**src/rtl/maze_walker_pkg.sv**
```systemverilog
package maze_walker_pkg;

    // Heading bit positions in the one-hot heading vector
    localparam int HD_N = 0;
    localparam int HD_E = 1;
    localparam int HD_S = 2;
    localparam int HD_W = 3;
    localparam int HD_COUNT = 4;

    // Cell code bit positions
    localparam int CB_OPEN  = 0;
    localparam int CB_NORTH = 1;
    localparam int CB_WEST  = 2;
    localparam int CB_SOUTH = 3;
    localparam int CB_EAST  = 4;
    localparam int CB_EXIT  = 5;
    localparam int CB_SOLID = 6;
    localparam int CB_USED  = 7;

    typedef enum logic [1:0] {
        MV_FWD   = 2'd0,
        MV_RIGHT = 2'd1,
        MV_LEFT  = 2'd2
    } move_e;

    typedef enum logic [5:0] {
        ST_FETCH  = 6'b000001,
        ST_MARK   = 6'b000010,
        ST_DECIDE = 6'b000100,
        ST_STEP   = 6'b001000,
        ST_DONE   = 6'b010000,
        ST_FAULT  = 6'b100000
    } walk_state_e;

    // Which cell-code bit holds the wall facing a given heading index
    function automatic int wall_bit(input int dir);
        case (dir)
            HD_N:    return CB_NORTH;
            HD_E:    return CB_EAST;
            HD_S:    return CB_SOUTH;
            default: return CB_WEST;
        endcase
    endfunction

    function automatic logic [HD_COUNT-1:0] rot_right(input logic [HD_COUNT-1:0] h);
        return {h[HD_COUNT-2:0], h[HD_COUNT-1]};
    endfunction

    function automatic logic [HD_COUNT-1:0] rot_left(input logic [HD_COUNT-1:0] h);
        return {h[0], h[HD_COUNT-1:1]};
    endfunction

endpackage

```
**src/rtl/mw_heading.sv**
```systemverilog
module mw_heading
    import maze_walker_pkg::*;
(
    input  logic                clk,
    input  logic                rst_n,
    input  logic                turn_r_i,
    input  logic                turn_l_i,
    output logic [HD_COUNT-1:0] heading_o
);

    localparam logic [HD_COUNT-1:0] HEADING_RST = HD_COUNT'(1) << HD_E;

    logic [HD_COUNT-1:0] heading_q;

    always_ff @(posedge clk or negedge rst_n) begin
        if (!rst_n) begin
            heading_q <= HEADING_RST;
        end else if (turn_r_i) begin
            heading_q <= rot_right(heading_q);
        end else if (turn_l_i) begin
            heading_q <= rot_left(heading_q);
        end
    end

    assign heading_o = heading_q;

    // heading stays one-hot
    a_r5_heading_onehot: assert property (@(posedge clk) disable iff (!rst_n)
        $countones(heading_q) == 1);

    // a right turn moves to the next compass point clockwise
    a_r5_right_turn: assert property (@(posedge clk) disable iff (!rst_n)
        (turn_r_i && heading_q[HD_N]) |=> heading_q[HD_E]);

endmodule

```
**src/rtl/mw_position.sv**
```systemverilog
module mw_position
    import maze_walker_pkg::*;
#(
    parameter int COORD_W = 7,
    parameter int START_X = 1,
    parameter int START_Y = 1
) (
    input  logic                clk,
    input  logic                rst_n,
    input  logic                advance_i,
    input  logic [HD_COUNT-1:0] heading_i,
    output logic [COORD_W-1:0]  x_o,
    output logic [COORD_W-1:0]  y_o
);

    localparam logic [COORD_W-1:0] X_RST = COORD_W'(START_X);
    localparam logic [COORD_W-1:0] Y_RST = COORD_W'(START_Y);
    localparam logic [COORD_W-1:0] ONE   = COORD_W'(1);

    logic [COORD_W-1:0] x_q;
    logic [COORD_W-1:0] y_q;

    always_ff @(posedge clk or negedge rst_n) begin
        if (!rst_n) begin
            x_q <= X_RST;
            y_q <= Y_RST;
        end else if (advance_i) begin
            if (heading_i[HD_N]) begin
                y_q <= y_q - ONE;
            end else if (heading_i[HD_S]) begin
                y_q <= y_q + ONE;
            end else if (heading_i[HD_E]) begin
                x_q <= x_q + ONE;
            end else begin
                x_q <= x_q - ONE;
            end
        end
    end

    assign x_o = x_q;
    assign y_o = y_q;

    // an east step raises x by one and leaves y alone
    a_r6_east_step: assert property (@(posedge clk) disable iff (!rst_n)
        (advance_i && heading_i[HD_E]) |=> (x_q == $past(x_q) + ONE) && $stable(y_q));

    // a north step lowers y by one and leaves x alone
    a_r6_north_step: assert property (@(posedge clk) disable iff (!rst_n)
        (advance_i && heading_i[HD_N]) |=> (y_q == $past(y_q) - ONE) && $stable(x_q));

endmodule

```
**src/rtl/mw_policy.sv**
```systemverilog
module mw_policy
    import maze_walker_pkg::*;
#(
    parameter int DATA_W = 8
) (
    input  logic [DATA_W-1:0]   cell_i,
    input  logic [HD_COUNT-1:0] heading_i,
    output move_e               move_o,
    output logic                exit_o,
    output logic                fault_o
);

    logic [HD_COUNT-1:0] wall_vec;
    logic [HD_COUNT-1:0] right_dir;
    logic                front_blocked;
    logic                right_blocked;

    // Map each heading index to its wall bit in the cell byte
    for (genvar d = 0; d < HD_COUNT; d++) begin : g_wall
        localparam int WB = wall_bit(d);
        assign wall_vec[d] = cell_i[WB];
    end

    always_comb begin
        right_dir     = rot_right(heading_i);
        front_blocked = |(wall_vec & heading_i);
        right_blocked = |(wall_vec & right_dir);
        fault_o       = cell_i[CB_SOLID] | ~(|cell_i);
        exit_o        = cell_i[CB_EXIT];
        if (!right_blocked) begin
            move_o = MV_RIGHT;
        end else if (!front_blocked) begin
            move_o = MV_FWD;
        end else begin
            move_o = MV_LEFT;
        end
    end

endmodule

```
**src/rtl/maze_walker.sv**
```systemverilog
module maze_walker
    import maze_walker_pkg::*;
#(
    parameter int COORD_W = 7,
    parameter int DATA_W  = 8,
    parameter int START_X = 1,
    parameter int START_Y = 1
) (
    input  logic                      clk,
    input  logic                      rst_n,
    output logic [2*COORD_W:0]        mem_addr,
    output logic [DATA_W-1:0]         mem_wdata,
    output logic                      mem_we,
    input  logic [DATA_W-1:0]         mem_rdata,
    output logic [COORD_W-1:0]        pos_x,
    output logic [COORD_W-1:0]        pos_y,
    output logic [HD_COUNT-1:0]       heading,
    output logic                      done,
    output logic                      error
);

    localparam int ADDR_W = 2 * COORD_W + 1;

    walk_state_e          state_q;
    walk_state_e          state_d;
    logic [DATA_W-1:0]    cell_q;
    logic                 advance;
    logic                 turn_r;
    logic                 turn_l;
    move_e                move;
    logic                 cell_exit;
    logic                 cell_fault;

    // State register
    always_ff @(posedge clk or negedge rst_n) begin
        if (!rst_n) begin
            state_q <= ST_FETCH;
        end else begin
            state_q <= state_d;
        end
    end

    // Latched cell byte, captured during the read cycle
    always_ff @(posedge clk or negedge rst_n) begin
        if (!rst_n) begin
            cell_q <= '0;
        end else if (state_q == ST_FETCH) begin
            cell_q <= mem_rdata;
        end
    end

    // Next-state and move strobes
    always_comb begin
        state_d = state_q;
        advance = 1'b0;
        turn_r  = 1'b0;
        turn_l  = 1'b0;
        unique case (state_q)
            ST_FETCH: state_d = ST_MARK;
            ST_MARK:  state_d = ST_DECIDE;
            ST_DECIDE: begin
                if (cell_fault) begin
                    state_d = ST_FAULT;
                end else if (cell_exit) begin
                    state_d = ST_DONE;
                end else begin
                    unique case (move)
                        MV_FWD: begin
                            advance = 1'b1;
                            state_d = ST_FETCH;
                        end
                        MV_RIGHT: begin
                            turn_r  = 1'b1;
                            state_d = ST_STEP;
                        end
                        default: begin
                            turn_l  = 1'b1;
                            state_d = ST_DECIDE;
                        end
                    endcase
                end
            end
            ST_STEP: begin
                advance = 1'b1;
                state_d = ST_FETCH;
            end
            ST_DONE:  state_d = ST_DONE;
            ST_FAULT: state_d = ST_FAULT;
            default:  state_d = ST_FETCH;
        endcase
    end

    // Outputs taken from the one-hot state bits
    always_comb begin
        mem_we    = state_q[1];
        done      = state_q[4];
        error     = state_q[5];
        mem_wdata = '0;
        mem_addr  = {state_q[1], pos_x, pos_y};
    end

    mw_policy #(
        .DATA_W (DATA_W)
    ) policy_i (
        .cell_i    (cell_q),
        .heading_i (heading),
        .move_o    (move),
        .exit_o    (cell_exit),
        .fault_o   (cell_fault)
    );

    mw_heading heading_i (
        .clk       (clk),
        .rst_n     (rst_n),
        .turn_r_i  (turn_r),
        .turn_l_i  (turn_l),
        .heading_o (heading)
    );

    mw_position #(
        .COORD_W (COORD_W),
        .START_X (START_X),
        .START_Y (START_Y)
    ) position_i (
        .clk       (clk),
        .rst_n     (rst_n),
        .advance_i (advance),
        .heading_i (heading),
        .x_o       (pos_x),
        .y_o       (pos_y)
    );

    // a crumb write targets the upper half with zero data
    a_r3_mark_target: assert property (@(posedge clk) disable iff (!rst_n)
        mem_we |-> (mem_addr[ADDR_W-1] && (mem_wdata == '0)));

    // a write is preceded by a read of the same cell in the lower half
    a_r2_read_before_mark: assert property (@(posedge clk) disable iff (!rst_n)
        mem_we |-> (!$past(mem_we) && ($past(mem_addr) == {1'b0, mem_addr[ADDR_W-2:0]})));

    // once done, it stays, with no writes and a frozen agent
    a_r8_done_hold: assert property (@(posedge clk) disable iff (!rst_n)
        done |=> (done && !mem_we && $stable(pos_x) && $stable(pos_y) && $stable(heading)));

    // the fault halt holds and never turns into done
    a_r9_fault_hold: assert property (@(posedge clk) disable iff (!rst_n)
        error |=> (error && !done && !mem_we));

    // never both coordinates change at once
    a_r6_one_axis: assert property (@(posedge clk) disable iff (!rst_n)
        !$stable(pos_x) |-> $stable(pos_y));

    // a left turn re-decides on the same latched byte
    a_r7_left_rethinks: assert property (@(posedge clk) disable iff (!rst_n)
        turn_l |=> ((state_q == ST_DECIDE) && $stable(cell_q)));

endmodule

```
**config.mk**
```make
export PLATFORM = sky130hd
export DESIGN_NAME = maze_walker
export DESIGN_NICKNAME = d
export VERILOG_FILES = /design/src/rtl/maze_walker_pkg.sv /design/src/rtl/mw_heading.sv /design/src/rtl/mw_position.sv /design/src/rtl/mw_policy.sv /design/src/rtl/maze_walker.sv
export SDC_FILE = /design/constraint.sdc
export NUM_CORES = 1
export LEC_CHECK = 0
export BUFFER_PORTS_ARGS = -buffer_cell sky130_fd_sc_hd__buf_2
export CORE_MARGIN = 2
export CORE_UTILIZATION = 55
export CTS_BUF_LIST = sky130_fd_sc_hd__clkbuf_4 sky130_fd_sc_hd__clkbuf_8
export DETAILED_ROUTE_END_ITERATION = 10
export PLACE_DENSITY = 0.92
export SKIP_LAST_GASP = 1
export SLEW_MARGIN = 20
export SYNTH_ARGS = -nofsm -noshare
export SYNTH_HDL_FRONTEND = slang
export SYNTH_SLANG_ARGS = --single-unit
```
**constraint.sdc**
```tcl
create_clock -name clk -period 3 [get_ports clk]
set_input_delay 0.6 -clock clk [delete_from_list [all_inputs] [get_ports clk]]
set_output_delay 0.6 -clock clk [all_outputs]
set_load 0.01 [all_outputs]
```
==> flow_metrics.env <==
export IMPL_status="finished, final reports clean"
export IMPL_gr_total_overflow=0
export IMPL_fp_coreArea_mm2=0.00363
export IMPL_synth_edf_count=0
export IMPL_fp_dieW_um=65.2
export IMPL_drt_iter0_markers=78
export IMPL_intPower_w=0.00153
export IMPL_finClkSkew_ns=0.00780
export IMPL_slew_viol_final=0
export IMPL_ir_drop_mv=0.474
export IMPL_placed_area_mm2=0.00217
export IMPL_critPathLaunchType="flop"
export IMPL_async_reset_ff_share_pct=100
export IMPL_finalWirelength_um=3610
export IMPL_fill_cells=319
export IMPL_synth_seq_cells=32
export IMPL_worst_slew_pin_slew_ns=0.703
export IMPL_synth_top_flop_cell="dfrtp_1"
export IMPL_ys_warnings_count=0
export IMPL_drc=0
export IMPL_r2r_start="state_q[1]$_DFF_PN0_"
export IMPL_switching_share_pct=42.8
export IMPL_grtUsageTotal_pct=19.2
export IMPL_rrSetupSlack_ns=0.61
export IMPL_antenna_found_initial=0
export IMPL_path_clk_slew_ns=0.07
export IMPL_mostFrequentLayoutCells="buf_2 (45), dfrtp_1 (28), a21oi_1 (15)"
export IMPL_yosysUniqueCellTypes=46
export IMPL_vias=1528
export IMPL_cts_repair_resize_count=0
export IMPL_power_density_mw_per_mm2=1180
export IMPL_finalSetupViolations=0
export IMPL_rsz0062_at_grt="no"
export IMPL_slew_headroom_pct=53.1
export IMPL_layout_setup_ws_ns=0.605
export IMPL_start_util_pct=56.7
export IMPL_final_cell_area_mm2=0.00226
export IMPL_arrival_ns=2.57
export IMPL_synth_compound_area_share_pct=17.2
export IMPL_grt_util_met2_pct=30.7
export IMPL_post_place_ws_ns=0.626
export IMPL_boundaryPins=54
export IMPL_ant_nets=0
export IMPL_clkPwrFrac_pct=12.8
export IMPL_layout_commonest_cell="buf_2"
export IMPL_die_area_mm2=0.00425
export IMPL_synthCells=198
export IMPL_num_rows=22
export IMPL_min_period_over_period_pct=79.8
export IMPL_end_kind="flop"
export IMPL_cts_sinks=32
export IMPL_netlist_area_mm2=0.00206
export IMPL_clk_latency_ns=0.29
export IMPL_dp_hpwl_um=2610
export IMPL_ys_seq_area_share_pct=39.1
export IMPL_leakage_nw=1.12
export IMPL_grt_start_max_net_pins=33
export IMPL_die_h_um=65.2
export IMPL_drv_cap=0
export IMPL_comb_power_share_pct=53.9
export IMPL_tritoncts="done"
export IMPL_synth_adder_area_share_pct=8.02
export IMPL_fin_crit_ns=2.39
export IMPL_stdcell_count=277
export IMPL_dr_pass1_iters=4
export IMPL_clk_path_buf_depth=2
export IMPL_synthToLayoutAreaGrowth_pct=9.54
export IMPL_layout_nets=250
export IMPL_crit_required_ns=3.17
export IMPL_use_met3_pct=5.31
export IMPL_cpPeakStageDelay_ns=0.60
export IMPL_dpl_cell_count=269
export IMPL_clockRootBuffer="clkbuf_8"
export IMPL_grt_util_met1_pct=23.6
export IMPL_cp_slowest_cell="or4_4"
export IMPL_synth_simple_area_share_pct=8.93
export IMPL_path_cells="or4_4, a211oi_4, a32o_2, o21a_1, mux2_1"
export IMPL_reg2reg_depth=5
export IMPL_fmax_mhz=418
export IMPL_p_sw_w=0.00114
export IMPL_wl_per_cell_um=13.0
export IMPL_postCtsSetupBuffers=0
export IMPL_drive_gt1_share_pct=33.6
export IMPL_via_per_inst=5.52
export IMPL_finalHoldViolCount=0
export IMPL_synth_xor_area_share_pct=5.10
export IMPL_holdBufCountCts=0
export IMPL_crit_fanout=7
export IMPL_htree_levels=2
export IMPL_p_seq_share_pct=33.4
export IMPL_path_class="flop to flop"
export IMPL_synth_area_mux_share_pct=10.3
export IMPL_synth_top_family_by_area="compound AO/OA/AOI/OAI gates"
export IMPL_fin_setup_tns_ns=0
export IMPL_rr_endpoint="position_i.y_o[2]$_DFFE_PN0P_"
export IMPL_io_buffers=45
export IMPL_syn_avg_cell_area_um2=10.4
export IMPL_grt_pass1_vias=1363
export IMPL_gp_congestion=0.847
export IMPL_cts_buffers=5
export IMPL_hold_class="input port to asynchronous set/reset pin"
export IMPL_grt_pass1_wl_um=6130
export IMPL_antenna_diode_count=0
export IMPL_top_usage_layer="met2"
[per-layer routing]
metal	routed length, µm	part of all wire (%)
met5	0	0
met4	74	2.0
met3	177	4.9
met2	1740	48
met1	1620	45
[cell type report]
type                    instances  area [µm²]  area share (%)
flip-flops and latches         32         806            35.7
repair buffers                 45         225            9.98
multi-input cells             137        1050            46.5
inverters                       7        26.3            1.16
clock buffers                   7        83.8            3.72
well taps                      48        60.1            2.66
clock inverters                 1        5.00           0.222
[synthesized netlist by cell type (2+ instances only)]
cell | n | share of area, %
nor3_1 | 3 | 0.73
mux2_1 | 4 | 2.2
o21a_1 | 2 | 0.73
buf_4 | 23 | 8.4
a22oi_1 | 2 | 0.73
o22ai_1 | 4 | 1.2
mux2_2 | 13 | 7.1
o211ai_1 | 3 | 1.1
nor2b_1 | 2 | 0.61
inv_1 | 7 | 1.3
dfrtp_1 | 28 | 34
ha_1 | 10 | 6.1
a211oi_1 | 4 | 1.5
clkbuf_1 | 4 | 0.73
nor2_1 | 10 | 1.8
nand2_1 | 5 | 0.91
o21bai_1 | 2 | 0.73
xnor2_1 | 10 | 4.3
a22o_1 | 2 | 0.85
mux2i_1 | 2 | 0.97
xor2_1 | 2 | 0.85
fa_1 | 2 | 1.9
a21o_1 | 3 | 1.1
o21ai_0 | 10 | 2.4
a21oi_1 | 15 | 3.6
nand3_1 | 2 | 0.49
or3_1 | 2 | 0.61
dfstp_2 | 4 | 5.1
[logic make-up after synthesis]
logic type | Yosys count
xor gates and xnor gates | 12
and+or+nand+nor | 33
muxes | 19
other | 1
buffers and inverters | 36
AOI/OAI and AO/OA | 53
adders and majority gates | 12
DFF | 32
[power by group through the flow]
| stage | combinational (W) | clock (W) | sequential, W |
|---|---|---|---|
| 2_1_floorplan | 0.00120 | 0 | 0.000867 |
| 3_3_place_gp | 0.00141 | 0 | 0.000874 |
| 3_5_place_dp | 0.00143 | 0 | 0.000894 |
| 4_1_cts | 0.00144 | 0.000348 | 0.000886 |
| 5_1_grt | 0.00162 | 0.000370 | 0.000928 |
| 6_report | 0.00144 | 0.000340 | 0.000890 |
[flip-flops by register name (all words and copies together), names as in the netlist]
register	flops
state_q	6
cell_q	8
position_i.x_o	7
heading_i.heading_o	4
position_i.y_o	7
[metrics by stage]
step	util [%]	hold slack [ns]	power (W)
2_1_floorplan	-	0.304	0.00206
3_3_place_gp	59.6	0.475	0.00228
3_5_place_dp	59.6	0.483	0.00233
4_1_cts	62.1	0.378	0.00268
5_1_grt	62.1	0.413	0.00292
6_report	62.1	0.359	0.00267
[worst max-delay path by stage]
stage | cells after the start | slack (ns) | start | end
after floorplan | 8 | 0.80 | heading_i.heading_o[1]$_DFFE_PN1P_ | position_i.x_o[6]$_DFFE_PN0P_
after global placement | 5 | 0.69 | state_q[1]$_DFF_PN0_ | position_i.y_o[3]$_DFFE_PN0P_
after detailed placement | 5 | 0.63 | state_q[1]$_DFF_PN0_ | position_i.y_o[2]$_DFFE_PN0P_
after CTS | 5 | 0.60 | state_q[1]$_DFF_PN0_ | position_i.y_o[2]$_DFFE_PN0P_
after global routing | 5 | 0.48 | heading_i.heading_o[0]$_DFFE_PN0P_ | position_i.y_o[4]$_DFFE_PN0P_
final | 5 | 0.61 | state_q[1]$_DFF_PN0_ | position_i.y_o[2]$_DFFE_PN0P_
[critical path: cells and delay by family, from the launching register on]
kind / cells / cell delay (ns)
AOI/OAI and AO/OA: 3 / 0.88
and+or+nand+nor: 1 / 0.60
DFF: 1 / 0.45
muxes: 1 / 0.35
(Power assumes the default switching activity.)
